File: src/rtl/dlf_pkg.sv
package dlf_pkg;
   localparam int unsigned CRC_W = 32;
   localparam logic [CRC_W-1:0] CRC_POLY = 32'h04C1_1DB7;
   localparam logic [CRC_W-1:0] CRC_SEED = 32'hFFFF_FFFF;

   typedef enum logic {
      LP_IDLE = 1'b0,
      LP_SEND = 1'b1
   } lp_state_e;
endpackage

File: src/rtl/dlf_crc_step.sv
module dlf_crc_step #(
   parameter int unsigned WORD_W = 16
) (
   input  logic [dlf_pkg::CRC_W-1:0] crc_in,
   input  logic [WORD_W-1:0]         din,
   output logic [dlf_pkg::CRC_W-1:0] crc_out
);
   always_comb begin
      logic [dlf_pkg::CRC_W-1:0] acc;
      acc = crc_in;
      for (int b = WORD_W - 1; b >= 0; b--) begin
         if (acc[dlf_pkg::CRC_W-1] ^ din[b]) begin
            acc = {acc[dlf_pkg::CRC_W-2:0], 1'b0} ^ dlf_pkg::CRC_POLY;
         end else begin
            acc = {acc[dlf_pkg::CRC_W-2:0], 1'b0};
         end
      end
      crc_out = acc;
   end
endmodule

File: src/rtl/dlf_frame_snap.sv
module dlf_frame_snap #(
   parameter int unsigned  WORD_W    = 16,
   parameter int unsigned  NUM_CH    = 8,
   parameter int unsigned  STAT_W    = 32,
   parameter logic [15:0]  HDR_WORD  = 16'hC3A5,
   localparam int unsigned STAT_WORDS = STAT_W / WORD_W,
   localparam int unsigned PAY_WORDS  = 3 + 2 * NUM_CH + STAT_WORDS
) (
   input  logic                        clk,
   input  logic                        rst_n,
   input  logic                        tick,
   input  logic                        capture,
   input  logic [WORD_W-1:0]           card_id,
   input  logic [NUM_CH*WORD_W-1:0]    ch_count,
   input  logic [NUM_CH*WORD_W-1:0]    ch_adc,
   input  logic [STAT_W-1:0]           status_word,
   output logic [PAY_WORDS*WORD_W-1:0] frame_words
);
   localparam int unsigned CNT_BASE  = 3;
   localparam int unsigned ADC_BASE  = CNT_BASE + NUM_CH;
   localparam int unsigned STAT_BASE = ADC_BASE + NUM_CH;

   logic [WORD_W-1:0]        fid_q;
   logic [WORD_W-1:0]        snap_fid_q;
   logic [WORD_W-1:0]        snap_card_q;
   logic [NUM_CH*WORD_W-1:0] snap_cnt_q;
   logic [NUM_CH*WORD_W-1:0] snap_adc_q;
   logic [STAT_W-1:0]        snap_stat_q;

   always_ff @(posedge clk) begin
      if (!rst_n) begin
         fid_q <= '0;
      end else if (tick) begin
         fid_q <= fid_q + 1'b1;
      end
   end

   always_ff @(posedge clk) begin
      if (!rst_n) begin
         snap_fid_q  <= '0;
         snap_card_q <= '0;
         snap_cnt_q  <= '0;
         snap_adc_q  <= '0;
         snap_stat_q <= '0;
      end else if (capture) begin
         snap_fid_q  <= fid_q;
         snap_card_q <= card_id;
         snap_cnt_q  <= ch_count;
         snap_adc_q  <= ch_adc;
         snap_stat_q <= status_word;
      end
   end

   assign frame_words[0*WORD_W +: WORD_W] = WORD_W'(HDR_WORD);
   assign frame_words[1*WORD_W +: WORD_W] = snap_card_q;
   assign frame_words[2*WORD_W +: WORD_W] = snap_fid_q;

   for (genvar c = 0; c < NUM_CH; c++) begin : g_ch
      assign frame_words[(CNT_BASE + c)*WORD_W +: WORD_W] = snap_cnt_q[c*WORD_W +: WORD_W];
      assign frame_words[(ADC_BASE + c)*WORD_W +: WORD_W] = snap_adc_q[c*WORD_W +: WORD_W];
   end

   for (genvar s = 0; s < STAT_WORDS; s++) begin : g_stat
      assign frame_words[(STAT_BASE + s)*WORD_W +: WORD_W] =
         snap_stat_q[STAT_W - 1 - s*WORD_W -: WORD_W];
   end
endmodule

File: src/rtl/dlf_link_port.sv
module dlf_link_port #(
   parameter int unsigned  WORD_W    = 16,
   parameter int unsigned  PAY_WORDS = 21,
   localparam int unsigned CRC_WORDS = dlf_pkg::CRC_W / WORD_W,
   localparam int unsigned FRM_WORDS = PAY_WORDS + CRC_WORDS,
   localparam int unsigned IDX_W     = $clog2(FRM_WORDS)
) (
   input  logic                        clk,
   input  logic                        rst_n,
   input  logic                        start,
   input  logic [PAY_WORDS*WORD_W-1:0] frame_words,
   input  logic                        ready,
   output logic                        valid,
   output logic                        last,
   output logic [WORD_W-1:0]           data,
   output logic                        busy
);
   import dlf_pkg::*;

   localparam logic [IDX_W-1:0] LAST_IDX = IDX_W'(FRM_WORDS - 1);

   lp_state_e              st_q;
   logic [IDX_W-1:0]       idx_q;
   logic [CRC_W-1:0]       crc_q;
   logic [CRC_W-1:0]       crc_nxt;
   logic                   in_payload;
   logic                   fire;

   dlf_crc_step #(.WORD_W(WORD_W)) u_step (
      .crc_in (crc_q),
      .din    (data),
      .crc_out(crc_nxt)
   );

   assign in_payload = (idx_q < IDX_W'(PAY_WORDS));
   assign fire       = valid & ready;

   always_comb begin
      data = '0;
      for (int i = 0; i < PAY_WORDS; i++) begin
         if (idx_q == IDX_W'(i)) data = frame_words[i*WORD_W +: WORD_W];
      end
      for (int k = 0; k < CRC_WORDS; k++) begin
         if (idx_q == IDX_W'(PAY_WORDS + k)) data = crc_q[CRC_W - 1 - k*WORD_W -: WORD_W];
      end
   end

   always_ff @(posedge clk) begin
      if (!rst_n) begin
         st_q  <= LP_IDLE;
         idx_q <= '0;
         crc_q <= CRC_SEED;
      end else begin
         case (st_q)
            LP_IDLE: begin
               if (start) begin
                  st_q  <= LP_SEND;
                  idx_q <= '0;
                  crc_q <= CRC_SEED;
               end
            end
            default: begin
               if (fire) begin
                  if (in_payload) crc_q <= crc_nxt;
                  if (idx_q == LAST_IDX) begin
                     st_q  <= LP_IDLE;
                     idx_q <= '0;
                  end else begin
                     idx_q <= idx_q + 1'b1;
                  end
               end
            end
         endcase
      end
   end

   assign busy  = (st_q == LP_SEND);
   assign valid = busy;
   assign last  = busy & (idx_q == LAST_IDX);
endmodule

File: src/rtl/dual_link_framer.sv
module dual_link_framer #(
   parameter int unsigned  NUM_LINKS = 2,
   parameter int unsigned  WORD_W    = 16,
   parameter int unsigned  NUM_CH    = 8,
   parameter logic [15:0]  HDR_WORD  = 16'hC3A5,
   localparam int unsigned STAT_W    = 32,
   localparam int unsigned PAY_WORDS = 3 + 2 * NUM_CH + STAT_W / WORD_W
) (
   input  logic                        clk,
   input  logic                        rst_n,
   input  logic                        frame_tick,
   input  logic [WORD_W-1:0]           card_id,
   input  logic [NUM_CH*WORD_W-1:0]    ch_count,
   input  logic [NUM_CH*WORD_W-1:0]    ch_adc,
   input  logic [STAT_W-1:0]           status_word,
   input  logic [NUM_LINKS-1:0]        link_up,
   input  logic [NUM_LINKS-1:0]        tx_ready,
   output logic [NUM_LINKS-1:0]        tx_valid,
   output logic [NUM_LINKS-1:0]        tx_last,
   output logic [NUM_LINKS*WORD_W-1:0] tx_data
);
   if (NUM_LINKS < 1) begin : g_bad_links
      $error("dual_link_framer: NUM_LINKS must be at least 1");
   end
   if (NUM_CH < 1) begin : g_bad_ch
      $error("dual_link_framer: NUM_CH must be at least 1");
   end
   if (WORD_W < 8 || WORD_W > 32 || (32 % WORD_W) != 0) begin : g_bad_word
      $error("dual_link_framer: WORD_W must divide 32 and be at least 8");
   end

   logic [NUM_LINKS-1:0]        port_busy;
   logic                        any_busy;
   logic                        accept;
   logic [PAY_WORDS*WORD_W-1:0] frame_words;

   assign any_busy = |port_busy;
   assign accept   = frame_tick & ~any_busy;

   dlf_frame_snap #(
      .WORD_W  (WORD_W),
      .NUM_CH  (NUM_CH),
      .STAT_W  (STAT_W),
      .HDR_WORD(HDR_WORD)
   ) u_snap (
      .clk        (clk),
      .rst_n      (rst_n),
      .tick       (frame_tick),
      .capture    (accept),
      .card_id    (card_id),
      .ch_count   (ch_count),
      .ch_adc     (ch_adc),
      .status_word(status_word),
      .frame_words(frame_words)
   );

   for (genvar l = 0; l < NUM_LINKS; l++) begin : g_link
      dlf_link_port #(
         .WORD_W   (WORD_W),
         .PAY_WORDS(PAY_WORDS)
      ) u_port (
         .clk        (clk),
         .rst_n      (rst_n),
         .start      (accept & link_up[l]),
         .frame_words(frame_words),
         .ready      (tx_ready[l]),
         .valid      (tx_valid[l]),
         .last       (tx_last[l]),
         .data       (tx_data[l*WORD_W +: WORD_W]),
         .busy       (port_busy[l])
      );
   end
endmodule

File: config.mk
export PLATFORM = sky130hd
export DESIGN_NAME = dual_link_framer
export DESIGN_NICKNAME = d
export VERILOG_FILES = /design/src/rtl/dlf_pkg.sv /design/src/rtl/dlf_crc_step.sv /design/src/rtl/dlf_frame_snap.sv /design/src/rtl/dlf_link_port.sv /design/src/rtl/dual_link_framer.sv
export SDC_FILE = /design/constraint.sdc
export NUM_CORES = 1
export LEC_CHECK = 0
export ABC_AREA = 1
export BUFFER_PORTS_ARGS = -buffer_cell sky130_fd_sc_hd__buf_4
export CORE_ASPECT_RATIO = 0.8
export CORE_MARGIN = 3
export CORE_UTILIZATION = 55
export DETAILED_ROUTE_END_ITERATION = 7
export PLACE_DENSITY = 0.74
export SLEW_MARGIN = 0
export SYNTH_ARGS = -nofsm -noshare
export SYNTH_HDL_FRONTEND = slang
export SYNTH_SLANG_ARGS = --single-unit
File: constraint.sdc
create_clock -name clk -period 5.1 [get_ports clk]
set_clock_uncertainty 0.05 [all_clocks]
set_input_delay 1.02 -clock clk [delete_from_list [all_inputs] [get_ports clk]]
set_output_delay 1.02 -clock clk [all_outputs]
set_load 0.02 [all_outputs]
### Word-level counts from Yosys, hierarchy flattened

Cells that the tools add are included.

| operators by class | value |
|---|---|
| $add $sub $neg | 3 |
| order comparisons | 2 |
| equal/unequal tests | 48 |
| mux-type cells | 102 |
| bitwise logic cells | 72 |
| reduce and logical (&&, ||, !) cells | 9 |

Operators with widths:

| operator | number |
|---|---|
| 27-bit 2-to-1 mux | 32 |
| 16-bit 2-to-1 mux | 46 |
| 14-bit NOT | 32 |
| 32-bit 2-to-1 mux | 8 |
| 5-bit by 4-bit == test with 1-bit output, second input constant | 16 |
| 5-bit == test, second input constant | 14 |
| 5-bit by 3-bit == test with 1-bit output, second input constant | 8 |
| 5-bit 2-to-1 mux | 8 |
| 1-bit XOR | 32 |
| 5-bit by 2-bit == test with 1-bit output, second input constant | 4 |
| 16-bit by 1-bit adder with 16-bit output, second input constant | 1 |
| 5-bit by 1-bit adder with 5-bit output, second input constant | 2 |
| 5-bit by 1-bit == test with 1-bit output, second input constant | 2 |
| 5-bit logical NOT | 2 |
| 5-bit less-than comparator, second input constant | 2 |
| 1-bit 2-to-1 mux | 8 |
| 2-bit inequality test, second input constant | 4 |
| 1-bit AND | 7 |
| 3-bit AND reduction | 2 |
| 2-bit AND reduction | 2 |
| 2-bit nonzero test | 2 |
| 2-bit OR reduction | 1 |
| 1-bit NOT | 1 |

| word-level totals | value |
|---|---|
| flip-flop bits (word level) | 412 |
| word-level logic and storage cells | 248 |

### Depth between registers and ports, before layout

| logic depth | value |
|---|---|
| depth in word-level cells | 59 |
| depth in mapped cells | 48 |
| mapped depth without buffers | 47 |

### Cells and area by module

From an unflattened synthesis, not the netlist that was laid out.

| unflattened totals | value |
|---|---|
| cells, all modules | 4705 |
| area, all modules | 28283.4 um^2 |

By module, submodules not included:

| module | times used | cells an instance | area each (um^2) | seq. area each (um^2) |
|---|---|---|---|---|
| dlf_frame_snap | 1 | 1516 | 12011.5 | 6726.5 |
| dlf_link_port | 2 | 1216 | 5983.2 | 760.7 |
| dlf_crc_step | 2 | 375 | 2139.6 | 0.0 |
| dual_link_framer | 1 | 7 | 26.3 | 0.0 |

### Worst setup path after synthesis

Ideal clock, no wire load.

| path | value |
|---|---|
| path kind | register to register |
| from | reg g_link[0].u_port.idx_q[1] |
| to | reg g_link[0].u_port.crc_q[23] |
| arrival | 3643 ps |
| required time | 4934 ps |
| path slack | 1290 ps |
| cell stages (with the launch flop) | 42 |
| cells stage by stage | dfxtp_1 > inv_1 > ha_1 > inv_1 > nor2_2 > nand2_1 > buf_2 > buf_2 > o21ai_1 > inv_1 > nand2_1 > nand2_1 > nand2_1 > nand3_1 > nand3_1 > nand3_1 > nand2_1 > nand3_1 > [6 not listed] > nand3_1 > nand3_1 > nand3_1 > nand2_1 > nand2_2 > nand2_2 > nand2_4 > nand2_4 > nand2_4 > nand2_2 > nand2_4 > nand2_4 > nand2_2 > nand2_2 > nand2_1 > nand2_1 > o21ai_1 > nand2_1 |

RTL lines:

| element | line | text |
|---|---|---|
| from (decl) | dlf_link_port.sv:23 | `logic [IDX_W-1:0] idx_q;` |
| from (signal assigned) | dlf_link_port.sv:69 | `idx_q <= idx_q + 1'b1;` |
| 5-bit by 1-bit == test with 1-bit output | dlf_link_port.sv:41 | `if (idx_q == IDX_W'(i)) data = frame_words[i*WORD_W +: WORD_W];` |
| 16-bit 2-to-1 mux (20 in series) | dlf_link_port.sv:41 |  |
| 16-bit 2-to-1 mux | dlf_link_port.sv:44 | `if (idx_q == IDX_W'(PAY_WORDS + k)) data = crc_q[CRC_W - 1 - k*WORD_W -: WORD_W];` |
| 16-bit 2-to-1 mux (*) | dlf_link_port.sv:44 |  |
| net tx_data[6] | dual_link_framer.sv:20 | `output logic [NUM_LINKS*WORD_W-1:0] tx_data` |
| 1-bit XOR (*) | dlf_crc_step.sv:12 | `if (acc[dlf_pkg::CRC_W-1] ^ din[b]) begin` |
| 27-bit 2-to-1 mux (*) | dlf_crc_step.sv:12 |  |
| 1-bit XOR (*) | dlf_crc_step.sv:12 |  |
| 27-bit 2-to-1 mux (*) | dlf_crc_step.sv:12 |  |
| 32-bit 2-to-1 mux (*) | dlf_link_port.sv:64 | `if (in_payload) crc_q <= crc_nxt;` |
| 32-bit 2-to-1 mux (*) | dlf_link_port.sv:63 | `if (fire) begin` |
| 32-bit 2-to-1 mux (*) | dlf_link_port.sv:54 | `case (st_q)` |
| to (signal assigned) | dlf_link_port.sv:64 |  |
| to (decl) | dlf_link_port.sv:24 | `logic [CRC_W-1:0] crc_q;` |

The timed path passes the listed nets; every way through them passes the cells marked *. The select of a mux whose other input is x is not followed.
A chain may end at the register's enable or synchronous reset.

### Worst setup path in the final report

| path | value |
|---|---|
| from | reg g_link[0].u_port.idx_q[0] |
| to | out tx_data[0] |

| between the ends | value |
|---|---|
| cells in the longest elaborated chain, start to end | 24 |

Ends and longest elaborated chain:

| element | line |
|---|---|
| 5-bit logical NOT | dlf_link_port.sv:41 |
| 16-bit 2-to-1 mux (21 in series) | dlf_link_port.sv:41 |
| 16-bit 2-to-1 mux | dlf_link_port.sv:44 |
| 16-bit 2-to-1 mux (*) | dlf_link_port.sv:44 |
| to (decl) | dual_link_framer.sv:20 |

Mark *: on every way between the ends. The rest lies on a longest branch, timed or not.

==> impl_metrics.yaml <==
sta:
  final-max-slew-violation-count: 0
  period_minus_slack_ns: 5.11
  hold_viol: 0
  maxSlewHeadroom_pct: 17.4
  final.period_utilization_pct: 100
  unrepaired_setup_endpoints_after_global_routing: "yes"
  setup_violations: 1
  worst_slack_ns: -0.0120
  timing.setup.tns_ns: -0.0120
  worst_slew_pin_slew_ns: 1.24
  fin_hold_ws_ns: 0.428
  achievable_freq_mhz: 196
clock_network:
  clock_sink_count: 412
  clk-insertion-delay-late_ns: 0.59
  clk_transition_reported_paths_ns: 0.07
  tritoncts.num_buffers: 43
  htreeDepth: 2
  max-clock-path-buffers: 3
  cts_hold_bufs: 0
  clockRootBuffer: "clkbuf_16"
  cts_tree: "built"
critical_path:
  cp-start-kind: "register"
  regToRegStartpoint: "g_link[1].u_port.idx_q[1]"
  timing_endpoint_of_the_critical_path: "tx_data[0]"
  setup.worst_path.start: "g_link[0].u_port.idx_q[0]"
  critPathCaptureType: "primary output"
  regToRegEndpoint: "g_link[1].u_port.crc_q[23]"
  crit_fanout: 9
  critical-path-slowest-cell: "dfxtp_4"
  critical-path-top-cell-by-count: "nand2_2"
  path_buf_inv: 4
  setup.reg_to_reg.worst_slack_ns: 0.21
  worstSetupPathDepth: 29
  r2r_cells: 44
  timing.critical_path.max_delay_family: "simple AND/OR/NAND/NOR gates"
  critical_path_class: "reg -> out"
  critPathMaxStageDelay_ns: 0.38
  worstPathRequired_ns: 4.03
  timing.critical_path.arrival_ns: 4.04
global_route:
  grt_max_degree: 167
  top_usage_layer: "met1"
  grt_pass1_wl_um: 167000
  grt_usage_pct: 38.8
  grt.met1_usage_pct: 59.1
  grt_remaining_overflow: 0
  grtUsageMet3_pct: 7.65
  antenna_found_initial: 1
  grt_pass1_vias: 29200
  grt_use_met2_pct: 54.5
placement:
  dpl.hpwl_um: 82500
  pre_cts_slack_ns: 0.0832
  portBuffers: 346
  globalplace.congestion: 1.04
pwr:
  power.switching_mw: 7.40
  internal-power_mw: 8.48
  power_switching_share_pct: 46.6
  p_per_area_nw_per_um2: 452
  power_frac_seq_pct: 24.4
  power.combinational.fraction_pct: 54.1
  p_clk_share_pct: 21.5
  worst_supply_voltage_drop_on_vdd_mv: 0.422
  p_leak_nw: 17.1
  design_power_total_mw: 15.9
synthesis:
  synth_enable_flop_cells: 0
  ys_seq_elements: 412
  syn_area_um2: 28200
  postSynthCellCount: 4801
  synth.distinct_cells: 47
  seq_area_frac_synth_pct: 29.2
  postSynth.topFlopCell: "dfxtp_1"
  post_synth.cell_area_avg_um2: 5.88
  ys_warns: 0
  ys_async_sr_fraction_pct: 0
  synth_fp_nets: 5123
route:
  post-route-drc-count: 0
  vias_per_cell: 5.68
  routed_wire_length_per_instance_um: 19.0
  detail-route-antenna-nets: 0
  num_vias: 33300
  drt_iter0_drc: 4537
  wirelength_um: 111000
  initial_drt_pass_iterations: 7
finish:
  antenna_cells_inserted: 0
  fin_nets: 5475
  n_fill_cell: 4523
  mostFrequentLayoutCell: "nand2_1"
  mostFrequentLayoutCells: "nand2_1 (1,322), o21ai_0 (531), nor2_1 (524), buf_4 (510), inv_1 (474)"
  areaGrowthSynthToFinish_pct: 24.3
  final_core_util_pct: 69.8
  post_route_cells_drive_above_1_share_pct: 22.0
die:
  start_util_pct: 56.2
  die_area_um2: 54100
  die_y_um: 209
  placeableCoreArea_um2: 50200
  chipWidth_um: 259
  ios: 347
  placement_rows: 73
outcome:
  violations: "setup timing"
  result_of_the_run: "complete, but fails checks"
job:
  max-cap-violations: 0
hold_path:
  class_of_the_tightest_hold_or_removal_check: "reg -> reg"
[flip-flops by register name (all words and copies together), names as in the netlist]
signal / count
g_link.u_port.idx_q: 10
u_snap.snap_fid_q: 16
u_snap.snap_cnt_q: 128
g_link.u_port.crc_q: 64
g_link.u_port.busy: 2
u_snap.snap_stat_q: 32
u_snap.fid_q: 16
u_snap.snap_adc_q: 128
u_snap.snap_card_q: 16
[logic make-up after synthesis]
kind of cell	Yosys count	synth area share [%]
adders and majority gates	11	0.488
DFF	412	29.2
buffers and inverters	795	11.3
xor gates and xnor gates	97	3.17
AOI/OAI and AO/OA	817	14.8
and+or+nand+nor	2669	41.0
[power by group through the flow]
stage | Sequential (mW) | Combinational [mW] | Clock [mW]
CTS | 3.85 | 7.95 | 3.42
global placement | 3.91 | 7.83 | 0
finish | 3.87 | 8.59 | 3.42
floorplan | 3.76 | 5.36 | 0
detailed placement | 3.91 | 7.86 | 0
global route | 3.89 | 9.35 | 3.54
[cell usage after synthesis, types with 3 or more instances]
| cell | number | area (um2) |
|---|---|---|
| a211oi_1 | 4 | 30.0 |
| a21oi_1 | 198 | 991 |
| buf_2 | 63 | 315 |
| buf_4 | 15 | 113 |
| buf_6 | 9 | 101 |
| clkbuf_1 | 152 | 571 |
| clkinv_1 | 3 | 11.3 |
| dfxtp_1 | 412 | 8250 |
| ha_1 | 11 | 138 |
| inv_1 | 485 | 1820 |
| inv_2 | 62 | 233 |
| inv_4 | 3 | 18.8 |
| nand2_1 | 1418 | 5320 |
| nand2_2 | 86 | 538 |
| nand2_4 | 31 | 349 |
| nand3_1 | 457 | 2290 |
| nand3_2 | 15 | 150 |
| nand3_4 | 3 | 52.6 |
| nand3b_1 | 6 | 45.0 |
| nand4_1 | 13 | 81.3 |
| nor2_1 | 529 | 1990 |
| nor2_2 | 14 | 87.6 |
| nor2_4 | 12 | 135 |
| nor3_1 | 22 | 110 |
| nor4_1 | 4 | 25.0 |
| o211ai_1 | 13 | 97.6 |
| o21ai_0 | 539 | 2700 |
| o21ai_1 | 47 | 235 |
| o22ai_1 | 4 | 25.0 |
| or2_0 | 6 | 37.5 |
| or2_1 | 8 | 50.1 |
| or2_2 | 42 | 263 |
| xnor2_1 | 13 | 114 |
| xor2_1 | 78 | 683 |
| xor2_2 | 6 | 97.6 |
[routing by layer]
layer,up-vias,routed length [um]
li1,15900,-
met1,15100,47700
met2,2063,45200
met3,260,14700
met4,2,3920
met5,-,11
[timing repair]
item / CTS / global route
setup endpoints to repair: 19 / 89
resized for setup: 60 / 286
pin swaps: 20 / 104
buffers inserted: 18 / 40
gates cloned: 1 / 2
[worst reg2reg max path: cells and delay by family, from the launching register on]
kind | cells | cell delay [ns]
compound gates | 1 | 0.25
fa+ha+maj | 1 | 0.14
buf+inv | 2 | 0.28
flops | 1 | 0.41
simple gates | 40 | 3.69
[final cells by class]
| type | instances | area (um2) | share of cell area [%] |
|---|---|---|---|
| Clock inverter | 24 | 275 | 0.784 |
| Tap cell | 675 | 845 | 2.41 |
| Sequential cell | 412 | 8270 | 23.6 |
| Clock buffer | 56 | 1230 | 3.49 |
| Inverter | 554 | 2140 | 6.10 |
| Multi-Input combinational cell | 3595 | 18000 | 51.2 |
| Timing Repair Buffer | 547 | 4360 | 12.4 |
[through the flow]
stage               area [um2]  cells
detailed placement       31700   5723
global route             35100   5863
finish                   35100   5863
floorplan                28200   4801
global placement         31700   5723
CTS                      33600   5822
[worst min path at each step]
stage / startpoint / end / slack [ns] / cells past startpoint
floorplan: u_snap.snap_stat_q[23] / u_snap.snap_stat_q[23] / 0.39 / 2
global placement: g_link[1].u_port.crc_q[12] / g_link[1].u_port.crc_q[12] / 0.40 / 2
detailed placement: g_link[0].u_port.crc_q[12] / g_link[0].u_port.crc_q[12] / 0.41 / 2
CTS: u_snap.snap_adc_q[1] / u_snap.snap_adc_q[1] / 0.42 / 2
global route: g_link[1].u_port.crc_q[10] / g_link[1].u_port.crc_q[10] / 0.44 / 2
finish: u_snap.snap_adc_q[1] / u_snap.snap_adc_q[1] / 0.43 / 2
Power figures use the tool's default switching activity.
